==> src/rtl/cs_pkg.sv <==
`timescale 1ns/1ps
package cs_pkg;

    typedef enum logic [4:0] {
        OP_NOP       = 5'd0,
        OP_CALL_ABS  = 5'd1,
        OP_CALL_PAGE = 5'd2,
        OP_CALL_VEC  = 5'd3,
        OP_BREAK     = 5'd4,
        OP_RET       = 5'd5,
        OP_RET_INT   = 5'd6,
        OP_RET_BRK   = 5'd7,
        OP_PUSH_ST   = 5'd8,
        OP_PUSH_PR   = 5'd9,
        OP_POP_ST    = 5'd10,
        OP_POP_PR    = 5'd11,
        OP_SP_IMM    = 5'd12,
        OP_SP_AX     = 5'd13,
        OP_SP_RD     = 5'd14,
        OP_JMP_ABS   = 5'd15,
        OP_JMP_REL   = 5'd16,
        OP_JMP_REG   = 5'd17,
        OP_BR_COND   = 5'd18
    } op_e;

    typedef enum logic [1:0] {ACC_NONE, ACC_WR, ACC_RD} acc_e;

    localparam int PSW_IE = 7;
    localparam int PSW_Z  = 6;
    localparam int PSW_CY = 0;

    typedef struct packed {
        op_e         op;
        logic [1:0]  cond;
        logic [15:0] imm;
        logic [7:0]  disp;
        logic [15:0] pc;
        logic [7:0]  psw;
        logic [15:0] rp;
    } cmd_t;

    typedef struct packed {
        logic [15:0] pc;
        logic        pc_we;
        logic [7:0]  psw;
        logic        psw_we;
        logic [15:0] rp;
        logic        rp_we;
        logic [15:0] sp;
        logic        nmi_clr;
    } res_t;

endpackage

==> src/rtl/cs_len.sv <==
`timescale 1ns/1ps
module cs_len
    import cs_pkg::*;
#(
    parameter int W = 4
) (
    input  op_e          op,
    output logic [W-1:0] ncyc
);
    always_comb begin
        unique case (op)
            OP_CALL_ABS:                    ncyc = W'(7);
            OP_CALL_PAGE:                   ncyc = W'(5);
            OP_CALL_VEC, OP_BREAK:          ncyc = W'(6);
            OP_RET, OP_RET_INT, OP_RET_BRK: ncyc = W'(6);
            OP_PUSH_ST, OP_POP_ST:          ncyc = W'(2);
            OP_PUSH_PR, OP_POP_PR:          ncyc = W'(4);
            OP_SP_IMM:                      ncyc = W'(10);
            OP_SP_AX, OP_SP_RD, OP_JMP_REG: ncyc = W'(8);
            OP_JMP_ABS, OP_JMP_REL,
            OP_BR_COND:                     ncyc = W'(6);
            default:                        ncyc = W'(1);
        endcase
    end
endmodule

==> src/rtl/cs_access.sv <==
`timescale 1ns/1ps
module cs_access
    import cs_pkg::*;
#(
    parameter int          W       = 4,
    parameter logic [15:0] BRK_VEC = 16'h003E
) (
    input  op_e          op,
    input  logic [15:0]  pc,
    input  logic [7:0]   psw,
    input  logic [15:0]  rp,
    input  logic [4:0]   vsel,
    input  logic [15:0]  sp,
    input  logic [W-1:0] step,
    output acc_e         kind,
    output logic [15:0]  addr,
    output logic [7:0]   wdata
);
    logic [15:0] ret_pc;
    logic [15:0] vec_a;

    always_comb begin
        unique case (op)
            OP_CALL_ABS:  ret_pc = pc + 16'd3;
            OP_CALL_PAGE: ret_pc = pc + 16'd2;
            default:      ret_pc = pc + 16'd1;
        endcase
        vec_a = {11'd0, vsel};
        kind  = ACC_NONE;
        addr  = '0;
        wdata = '0;
        unique case (op)
            OP_CALL_ABS, OP_CALL_PAGE, OP_CALL_VEC: begin
                case (int'(step))
                    0: begin kind = ACC_WR; addr = sp - 16'd1; wdata = ret_pc[15:8]; end
                    1: begin kind = ACC_WR; addr = sp - 16'd2; wdata = ret_pc[7:0];  end
                    2: if (op == OP_CALL_VEC) begin kind = ACC_RD; addr = vec_a;          end
                    3: if (op == OP_CALL_VEC) begin kind = ACC_RD; addr = vec_a + 16'd1;  end
                    default: ;
                endcase
            end
            OP_BREAK: begin
                case (int'(step))
                    0: begin kind = ACC_WR; addr = sp - 16'd1; wdata = psw;          end
                    1: begin kind = ACC_WR; addr = sp - 16'd2; wdata = ret_pc[15:8]; end
                    2: begin kind = ACC_WR; addr = sp - 16'd3; wdata = ret_pc[7:0];  end
                    3: begin kind = ACC_RD; addr = BRK_VEC;                          end
                    4: begin kind = ACC_RD; addr = BRK_VEC + 16'd1;                  end
                    default: ;
                endcase
            end
            OP_RET, OP_RET_INT, OP_RET_BRK, OP_POP_PR, OP_POP_ST: begin
                case (int'(step))
                    0: begin kind = ACC_RD; addr = sp; end
                    1: if (op != OP_POP_ST) begin kind = ACC_RD; addr = sp + 16'd1; end
                    2: if (op == OP_RET_INT || op == OP_RET_BRK) begin
                           kind = ACC_RD; addr = sp + 16'd2;
                       end
                    default: ;
                endcase
            end
            OP_PUSH_ST: begin
                if (step == '0) begin kind = ACC_WR; addr = sp - 16'd1; wdata = psw; end
            end
            OP_PUSH_PR: begin
                case (int'(step))
                    0: begin kind = ACC_WR; addr = sp - 16'd1; wdata = rp[15:8]; end
                    1: begin kind = ACC_WR; addr = sp - 16'd2; wdata = rp[7:0];  end
                    default: ;
                endcase
            end
            default: ;
        endcase
    end
endmodule

==> src/rtl/cs_target.sv <==
`timescale 1ns/1ps
module cs_target
    import cs_pkg::*;
(
    input  op_e             op,
    input  logic [1:0]      cond,
    input  logic [15:0]     imm,
    input  logic [7:0]      disp,
    input  logic [15:0]     pc,
    input  logic [7:0]      psw,
    input  logic [15:0]     rp,
    input  logic [15:0]     sp,
    input  logic [2:0][7:0] rbuf,
    output res_t            res
);
    logic [15:0] rel_pc;
    logic [15:0] rd_pc;
    logic        taken;

    always_comb begin
        rel_pc = pc + 16'd2 + {{8{disp[7]}}, disp};
        rd_pc  = {rbuf[1], rbuf[0]};
        unique case (cond)
            2'd0: taken =  psw[PSW_CY];
            2'd1: taken = !psw[PSW_CY];
            2'd2: taken =  psw[PSW_Z];
            default: taken = !psw[PSW_Z];
        endcase
        res = '{pc: pc, pc_we: 1'b0, psw: psw, psw_we: 1'b0,
                rp: rp, rp_we: 1'b0, sp: sp, nmi_clr: 1'b0};
        unique case (op)
            OP_CALL_ABS:  begin res.pc = imm; res.pc_we = 1'b1; res.sp = sp - 16'd2; end
            OP_CALL_PAGE: begin res.pc = {5'b00001, imm[10:0]}; res.pc_we = 1'b1; res.sp = sp - 16'd2; end
            OP_CALL_VEC:  begin res.pc = rd_pc; res.pc_we = 1'b1; res.sp = sp - 16'd2; end
            OP_BREAK: begin
                res.pc = rd_pc; res.pc_we = 1'b1;
                res.psw = psw & ~(8'h01 << PSW_IE); res.psw_we = 1'b1;
                res.sp = sp - 16'd3;
            end
            OP_RET:       begin res.pc = rd_pc; res.pc_we = 1'b1; res.sp = sp + 16'd2; end
            OP_RET_INT, OP_RET_BRK: begin
                res.pc = rd_pc; res.pc_we = 1'b1;
                res.psw = rbuf[2]; res.psw_we = 1'b1;
                res.sp = sp + 16'd3;
                res.nmi_clr = (op == OP_RET_INT);
            end
            OP_PUSH_ST:   res.sp = sp - 16'd1;
            OP_PUSH_PR:   res.sp = sp - 16'd2;
            OP_POP_ST:    begin res.psw = rbuf[0]; res.psw_we = 1'b1; res.sp = sp + 16'd1; end
            OP_POP_PR:    begin res.rp = rd_pc; res.rp_we = 1'b1; res.sp = sp + 16'd2; end
            OP_SP_IMM:    res.sp = imm;
            OP_SP_AX:     res.sp = rp;
            OP_SP_RD:     begin res.rp = sp; res.rp_we = 1'b1; end
            OP_JMP_ABS:   begin res.pc = imm; res.pc_we = 1'b1; end
            OP_JMP_REL:   begin res.pc = rel_pc; res.pc_we = 1'b1; end
            OP_JMP_REG:   begin res.pc = rp; res.pc_we = 1'b1; end
            OP_BR_COND:   begin res.pc = taken ? rel_pc : pc + 16'd2; res.pc_we = 1'b1; end
            default: ;
        endcase
    end
endmodule

==> src/rtl/cs_sequencer.sv <==
`timescale 1ns/1ps
module cs_sequencer
    import cs_pkg::*;
#(
    parameter logic [15:0] SP_INIT = 16'hFEE0,
    parameter logic [15:0] BRK_VEC = 16'h003E,
    parameter int          STEP_W  = 4
) (
    input  logic        clk,
    input  logic        rst_n,
    input  logic        start,
    input  logic [4:0]  op_i,
    input  logic [1:0]  cond_i,
    input  logic [15:0] imm_i,
    input  logic [7:0]  disp_i,
    input  logic [15:0] pc_i,
    input  logic [7:0]  psw_i,
    input  logic [15:0] rp_i,
    input  logic [7:0]  mem_rdata,
    output logic        busy,
    output logic        done,
    output logic [15:0] mem_addr,
    output logic [7:0]  mem_wdata,
    output logic        mem_we,
    output logic        mem_re,
    output logic [15:0] pc_o,
    output logic        pc_we,
    output logic [7:0]  psw_o,
    output logic        psw_we,
    output logic [15:0] rp_o,
    output logic        rp_we,
    output logic [15:0] sp_o,
    output logic        nmi_clr
);
    typedef struct packed {
        logic              run;
        logic [STEP_W-1:0] step;
        cmd_t              cmd;
        logic [1:0]        ridx;
        logic              rpend;
        logic [2:0][7:0]   rbuf;
        logic [15:0]       sp;
        logic [15:0]       pc;
        logic              pc_we;
        logic [7:0]        psw;
        logic              psw_we;
        logic [15:0]       rp;
        logic              rp_we;
        logic              nmi_clr;
        logic              done;
    } st_t;

    st_t               st_d, st_q;
    logic [STEP_W-1:0] ncyc;
    acc_e              acc_kind;
    logic [15:0]       acc_addr;
    logic [7:0]        acc_wdata;
    logic [2:0][7:0]   rbuf_nx;
    res_t              res;

    cs_len #(.W(STEP_W)) u_len (.op(st_q.cmd.op), .ncyc(ncyc));

    cs_access #(.W(STEP_W), .BRK_VEC(BRK_VEC)) u_access (
        .op(st_q.cmd.op), .pc(st_q.cmd.pc), .psw(st_q.cmd.psw), .rp(st_q.cmd.rp),
        .vsel(st_q.cmd.imm[4:0]), .sp(st_q.sp), .step(st_q.step),
        .kind(acc_kind), .addr(acc_addr), .wdata(acc_wdata)
    );

    // capture the byte returned for the read issued in the previous cycle
    always_comb begin
        rbuf_nx = st_q.rbuf;
        if (st_q.rpend) rbuf_nx[st_q.ridx] = mem_rdata;
    end

    cs_target u_target (
        .op(st_q.cmd.op), .cond(st_q.cmd.cond), .imm(st_q.cmd.imm), .disp(st_q.cmd.disp),
        .pc(st_q.cmd.pc), .psw(st_q.cmd.psw), .rp(st_q.cmd.rp), .sp(st_q.sp),
        .rbuf(rbuf_nx), .res(res)
    );

    always_comb begin
        st_d         = st_q;
        st_d.pc_we   = 1'b0;
        st_d.psw_we  = 1'b0;
        st_d.rp_we   = 1'b0;
        st_d.nmi_clr = 1'b0;
        st_d.done    = 1'b0;
        st_d.rbuf    = rbuf_nx;
        st_d.rpend   = st_q.run && (acc_kind == ACC_RD);
        if (!st_q.run) begin
            if (start) begin
                st_d.run  = 1'b1;
                st_d.step = '0;
                st_d.ridx = '0;
                st_d.cmd  = '{op: op_e'(op_i), cond: cond_i, imm: imm_i, disp: disp_i,
                              pc: pc_i, psw: psw_i, rp: rp_i};
            end
        end else begin
            if (st_q.rpend) st_d.ridx = st_q.ridx + 2'd1;
            if (st_q.step == ncyc - STEP_W'(1)) begin
                st_d.run     = 1'b0;
                st_d.done    = 1'b1;
                st_d.sp      = res.sp;
                st_d.pc_we   = res.pc_we;
                st_d.psw_we  = res.psw_we;
                st_d.rp_we   = res.rp_we;
                st_d.nmi_clr = res.nmi_clr;
                if (res.pc_we)  st_d.pc  = res.pc;
                if (res.psw_we) st_d.psw = res.psw;
                if (res.rp_we)  st_d.rp  = res.rp;
            end else begin
                st_d.step = st_q.step + STEP_W'(1);
            end
        end
    end

    always_ff @(posedge clk or negedge rst_n) begin
        if (!rst_n) begin
            st_q    <= '0;
            st_q.sp <= SP_INIT;
        end else begin
            st_q <= st_d;
        end
    end

    assign busy      = st_q.run;
    assign done      = st_q.done;
    assign mem_we    = st_q.run && (acc_kind == ACC_WR);
    assign mem_re    = st_q.run && (acc_kind == ACC_RD);
    assign mem_addr  = acc_addr;
    assign mem_wdata = acc_wdata;
    assign pc_o      = st_q.pc;
    assign pc_we     = st_q.pc_we;
    assign psw_o     = st_q.psw;
    assign psw_we    = st_q.psw_we;
    assign rp_o      = st_q.rp;
    assign rp_we     = st_q.rp_we;
    assign sp_o      = st_q.sp;
    assign nmi_clr   = st_q.nmi_clr;

    // independent count of busy cycles for the length check
    logic [STEP_W-1:0] chk_cnt;
    always_ff @(posedge clk or negedge rst_n) begin
        if (!rst_n)    chk_cnt <= '0;
        else if (busy) chk_cnt <= chk_cnt + STEP_W'(1);
        else           chk_cnt <= '0;
    end


    mem_excl_chk: assert property (@(posedge clk) disable iff (!rst_n)
        !(mem_we && mem_re));


    mem_idle_chk: assert property (@(posedge clk) disable iff (!rst_n)
        (mem_we || mem_re) |-> busy);


    done_after_busy_chk: assert property (@(posedge clk) disable iff (!rst_n)
        done |-> ($past(busy) && !busy));


    busy_len_chk: assert property (@(posedge clk) disable iff (!rst_n)
        $fell(busy) |-> (chk_cnt == ncyc));


    sp_hold_chk: assert property (@(posedge clk) disable iff (!rst_n)
        !done |-> $stable(sp_o));


    start_busy_chk: assert property (@(posedge clk) disable iff (!rst_n)
        (busy && start && !done) |=> (busy || done));

endmodule

==> config.mk <==
export PLATFORM = sky130hd
export DESIGN_NAME = cs_sequencer
export DESIGN_NICKNAME = d
export VERILOG_FILES = /design/src/rtl/cs_pkg.sv /design/src/rtl/cs_len.sv /design/src/rtl/cs_access.sv /design/src/rtl/cs_target.sv /design/src/rtl/cs_sequencer.sv
export SDC_FILE = /design/constraint.sdc
export NUM_CORES = 1
export LEC_CHECK = 0
export BUFFER_PORTS_ARGS = -buffer_cell sky130_fd_sc_hd__buf_4
export CORE_MARGIN = 4
export CORE_UTILIZATION = 52
export DETAILED_ROUTE_END_ITERATION = 12
export PLACE_DENSITY = 0.8
export SLEW_MARGIN = 20
export SYNTH_ARGS = -nofsm -noshare
export SYNTH_HDL_FRONTEND = slang
export SYNTH_HIERARCHICAL = 1
export SYNTH_SLANG_ARGS = --single-unit
==> constraint.sdc <==
create_clock -name clk -period 4.7 [get_ports clk]
set_input_delay 0.94 -clock clk [delete_from_list [all_inputs] [get_ports clk]]
set_output_delay 0.94 -clock clk [all_outputs]
set_load 0.005 [all_outputs]
* Word-level counts from Yosys, hierarchy flattened
Memories as Yosys holds them, arrays and structs flattened. Cells that the tools add are included.
Operators by class: add/sub/neg operators 14, multiply operators 0, div/mod/pow operators 0, magnitude comparators 2, eq/ne operators 30, shifts and indexed selects 0, multiplexer cells 46, bitwise logic cells 1, reductions and logical operators 28
Operator list (count):
- $pmux 16 s5 | 2
- $pmux 16 s8 | 1
- $pmux 17 s6 | 1
- $mux 16 | 6
- $mux 78 | 1
- $add 16x2->16 const B | 4
- $pmux 16 s2 | 2
- $pmux 16 s4 | 1
- $mux 29 | 2
- $pmux 16 s3 | 1
- $eq 5x4->1 const B | 8
- $pmux 17 s2 | 1
- $add 16x1->16 const B | 2
- $pmux 8 s2 | 2
- $pmux 8 s4 | 1
- $sub 16x2->16 const B | 2
- $pmux 9 s3 | 1
- $bwmux 24 | 1
- $mux 24 | 1
- $mux 8 | 3
- $pmux 8 s3 | 1
- $eq 5x3->1 const B | 4
- $add 16x16->16 | 1
- $demux 8 s2 | 1
- 40 further kinds | 71
Storage, ports and cells: bits in registers 164, bits in latches 0, memory bits (writable) 0, ROM bits 128, bits of input ports 82, output and inout bits 88, word-level logic and storage cells 145, memories kept 1
Memory list:
- (no name shown) | words 32, width 4, rd ports 1, clocked after Yosys merged registers in 0, wr ports 0, line cs_len.sv:11 | unique case (op)

* Longest topological paths before layout
depth in word-level cells 10, mapped depth 17, gate-level depth less buffers 16

* Cells and area by module
The synthesis kept the hierarchy.
Modules (own cells, without submodules):
- cs_sequencer | instances 1, cells an instance 443, area an instance 6827.8 um2, seq. area each 4116.4 um2
- cs_target | instances 1, cells an instance 591, area an instance 3932.5 um2, seq. area each 0.0 um2
- cs_access | instances 1, cells an instance 487, area an instance 3079.2 um2, seq. area each 0.0 um2
- cs_len | instances 1, cells an instance 24, area an instance 178.9 um2, seq. area each 0.0 um2

* Worst setup path before layout
OpenSTA, ideal clock, no wires.
path type reg-to-reg, from register st_q[155] (netlist name), to register sp_o[14] (netlist name), setup time 0.082 ns, arrival time 4.092 ns, required time 4.618 ns, path slack 0.526 ns, stages on the path, launching flop included 16, path buffers 1, period minus slack after synthesis 4.174 ns, cells stage by stage dfrtp_1 buf_2 nor2b_1 nand2b_1 nor3_1 nor2_1 ha_1 or2_2 a21oi_1 a21oi_1 and3_1 a311oi_2 a21oi_1 xor2_1 a221o_1 mux2_2
RTL lines:
- start: declaration | line cs_sequencer.sv:53 | st_t st_d, st_q;
- start signal: assignment | line cs_sequencer.sv:122 | st_q <= st_d;

* Worst setup path after layout
from register st_q[157] (netlist name), to output port mem_wdata[7]
On the way: longest elaborated chain between the ends 4, elaborated cells between the ends (all ways) 11, those cells by class eq/ne (6); mux (4); reduce/logical (1)
RTL lines:
- $eq 5x2->1 / $eq 5x1->1 (equally long branches) | line cs_access.sv:23, cs_access.sv:32
- $pmux 16 s2 | line cs_access.sv:23 | unique case (op)
- $pmux 8 s3 / $pmux 8 s2 (equally long branches) | line cs_access.sv:43, cs_access.sv:34
- $pmux 8 s4 (*) | line cs_access.sv:32 | unique case (op)
- end: declaration | line cs_sequencer.sv:23 | output logic [7:0] mem_wdata,
Mark *: on every way between the ends. The rest lies on a longest branch, timed or not.

==> flow_summary.toml <==
[layout]
drive_gt1_share_pct = 28.3
nets = 1788
area_growth_pct = 12.8
utilization_pct = 60.2
diodes = 0
finalNonFillerCells = 1986
design_area_um2 = 15800

[timing]
worst_pin_slew_ns = 1.08
fin_crit_sh_pct = 95.6
slew_viol_final = 0
setup_viol = 0
setup_tns_ns = 0
fmax_mhz = 223
finClkSkew_ns = 0.0137
period_minus_slack_ns = 4.49
hold_viol_final = 0
max_slew_margin_pct = 27.6
timing.final.ws_setup_ns = 0.207
rsz0062_at_grt = "no"

[clock_network]
clockBufferDepth = 2
clkSinkCount = 164
cts_hold_buf = 0
htreeDepth = 4
clk_pin_slew_ns = 0.07
cts_root_buf = "clkbuf_16"
cts_tree = "done"
clock_latency_ns = 0.43
cts_inserted_buffers = 17

[grt]
grt_pass1_wl_um = 72800
overflow = 0
grt_max_degree = 98
track_usage_pct = 31.8
antenna_found_initial = 0
grt_pass1_vias = 12400

[logic_synthesis]
synth-simple-area-share_pct = 17.6
synth_top_area_cell = "dfrtp_1"
syn_area_um2 = 14000
synth_xor_area_share_pct = 5.67
synth-main-ff-cell = "dfrtp_1"
synth_mux_area_share_pct = 14.6
synth_common_cells = "nand2_1, dfrtp_1, mux2_2"
ys_seq_area_share_pct = 29.4
synth_top_family_by_area = "compound AO/OA/AOI/OAI gates"
async_reset_ff_share_pct = 100
synth_edf_count = 0
synth_top_area_share_pct = 27.5
synth_most_common_cell = "nand2_1"
syn_avg_cell_area_um2 = 9.07
synth_area_leaders = "dfrtp_1, mux2_2, ha_1"
synth_compound_area_share_pct = 19.9
yosysWarnings = 6
syn-num-nets = 1695
synthAdderAreaFrac_pct = 6.28
synthDistinctLibCells = 101
ys_ff_latch = 164
netlist_instances = 1545

[worst_setup_path]
setup.worst_path.end_class = "output pin"
cp-start-kind = "register"
slowest_delay_ns = 0.54
path_max_fanout = 14
critPathBufInv = 3
required_ns = 3.76
path_class = "reg2out"
cpMostUsedCell = "buf_4"
path_cells = "buf_4 -> nor3_1 -> buf_4 -> nand2_1 -> nor2_2 -> ha_1 -> a21o_1 -> o211ai_1 -> a21oi_2 -> nand4_1 -> xnor2_1 -> a221oi_1 -> o21ai_0 -> buf_4"
crit_family = "compound AO/OA/AOI/OAI gates"
critical_path_arrival_ns = 3.55
crit_slowest_cell = "dfrtp_1"

[detailed_routing]
routed_via_density = 6.59
first_pass_iters = 6
vias = 13100
drcViolationCount = 0
wl_um = 48600
ant_nets = 0
drt_iter0_markers = 1798
drt-wirelength-per-cell_um = 24.5

[floorplan]
start_util_pct = 53.3
dieArea_um2 = 29600
dieHeight_um = 172
rows = 59
core_um2 = 26300
num_io_pins = 170
die_w_um = 172

[placement]
numPortBuffers = 169
dp_slack_ns = -0.146
dp_hpwl_um = 36300
dp_cells = 1952
place_congestion = 0.991
dpl_cell_area_um2 = 15200

[power]
ir_worst_vdd_mv = 0.407
pwr_density_cell_nw_per_um2 = 845
p_leak_nw = 6.88

[hold_path]
hold_path_class = "in2async"

[status]
status = "finished, final reports clean"

[flow_run]
drv_cap = 0
==> per-layer routing <==
layer	part of all wire [%]	global-route usage [%]	wire length [um]
met1	42	44.5	20200
met2	45	48.4	21900
met5	0.091	1.17	44
met4	3.3	11.2	1600
met3	9.9	7.52	4830
==> worst paths after layout <==
path	from	end	slack (ns)	depth (start not counted)
min	rst_n	psw_o[3]	0.50	1
min in group clk	st_q[81]	st_q[81]	0.51	1
max reg2reg	st_q[157]	sp_o[14]	0.38	14
min reg2reg	st_q[81]	st_q[81]	0.51	1
max in group asynchronous	rst_n	sp_o[1]	3.21	2
max	st_q[157]	mem_wdata[7]	0.21	14
==> sequential cells by signal, summed over array words and instances, names as in the netlist <==
signal / flops
done: 1
sp_o: 16
busy: 1
pc_o: 16
psw_we: 1
rp_we: 1
pc_we: 1
rp_o: 16
psw_o: 8
st_q: 102
nmi_clr: 1
==> placed cells by master, fill, tap and decap left out, types with 18 or more instances in the layout <==
cell type / instances
nand2_1: 166
nor3_1: 31
inv_1: 26
xnor2_1: 43
buf_4: 204
a21oi_1: 89
mux2_2: 144
mux2_4: 18
nand3_1: 46
ha_1: 64
xor2_1: 45
o21ai_0: 79
and3_1: 19
a22oi_1: 30
dfrtp_1: 153
nor2_1: 105
a222oi_1: 24
==> worst register-to-register path: stages, from the launching register on <==
cell and delay [ns]:
dfrtp_1 0.54, inv_1 0.21, nor3_2 0.71, nor2_2 0.36
ha_1 0.42, a21oi_1 0.19, a21boi_1 0.11, o21ai_1 0.17
a21oi_1 0.12, and3_1 0.23, a311oi_2 0.35, a21oi_1 0.13
xor2_1 0.16, a221o_1 0.29, mux2_2 0.26
==> where the power goes <==
| group | internal [mW] | total, mW | switching [mW] |
|---|---|---|---|
| sequential | 2.07 | 3.20 | 1.13 |
| combinational | 3.78 | 8.71 | 4.92 |
| clock | 0.799 | 1.47 | 0.668 |
==> what timing repair did <==
item | 4_1_cts | 5_1_grt
setup buffers | 0 | 2
pin swaps | 0 | 1
gates resized for setup | 1 | 2
endpoints found under the hold margin | 0 | 0
endpoints found under the setup margin | 3 | 3
==> logic make-up after synthesis <==
family	after synthesis
compound gates	397
buf+inv	159
xor+xnor	89
mux	178
flops	164
simple gates	490
fa+ha+maj	68
==> stage by stage <==
step / total power [mW] / hold slack (ns)
2_1_floorplan: 9.15 / 0.471
3_3_place_gp: 11.4 / 0.481
3_5_place_dp: 11.6 / 0.486
4_1_cts: 13.1 / 0.509
5_1_grt: 14.2 / 0.522
6_report: 13.4 / 0.502
==> area by class of cell <==
cell class | instances | area [um^2]
Inverter | 26 | 97.6
Timing Repair Buffer | 207 | 1580
Fill cell | 2314 | 10500
Clock inverter | 15 | 169
Tap cell | 335 | 419
Clock buffer | 17 | 425
Multi-Input combinational cell | 1222 | 9010
Sequential cell | 164 | 4120
No activity file was read; power rests on OpenSTA's default activity.
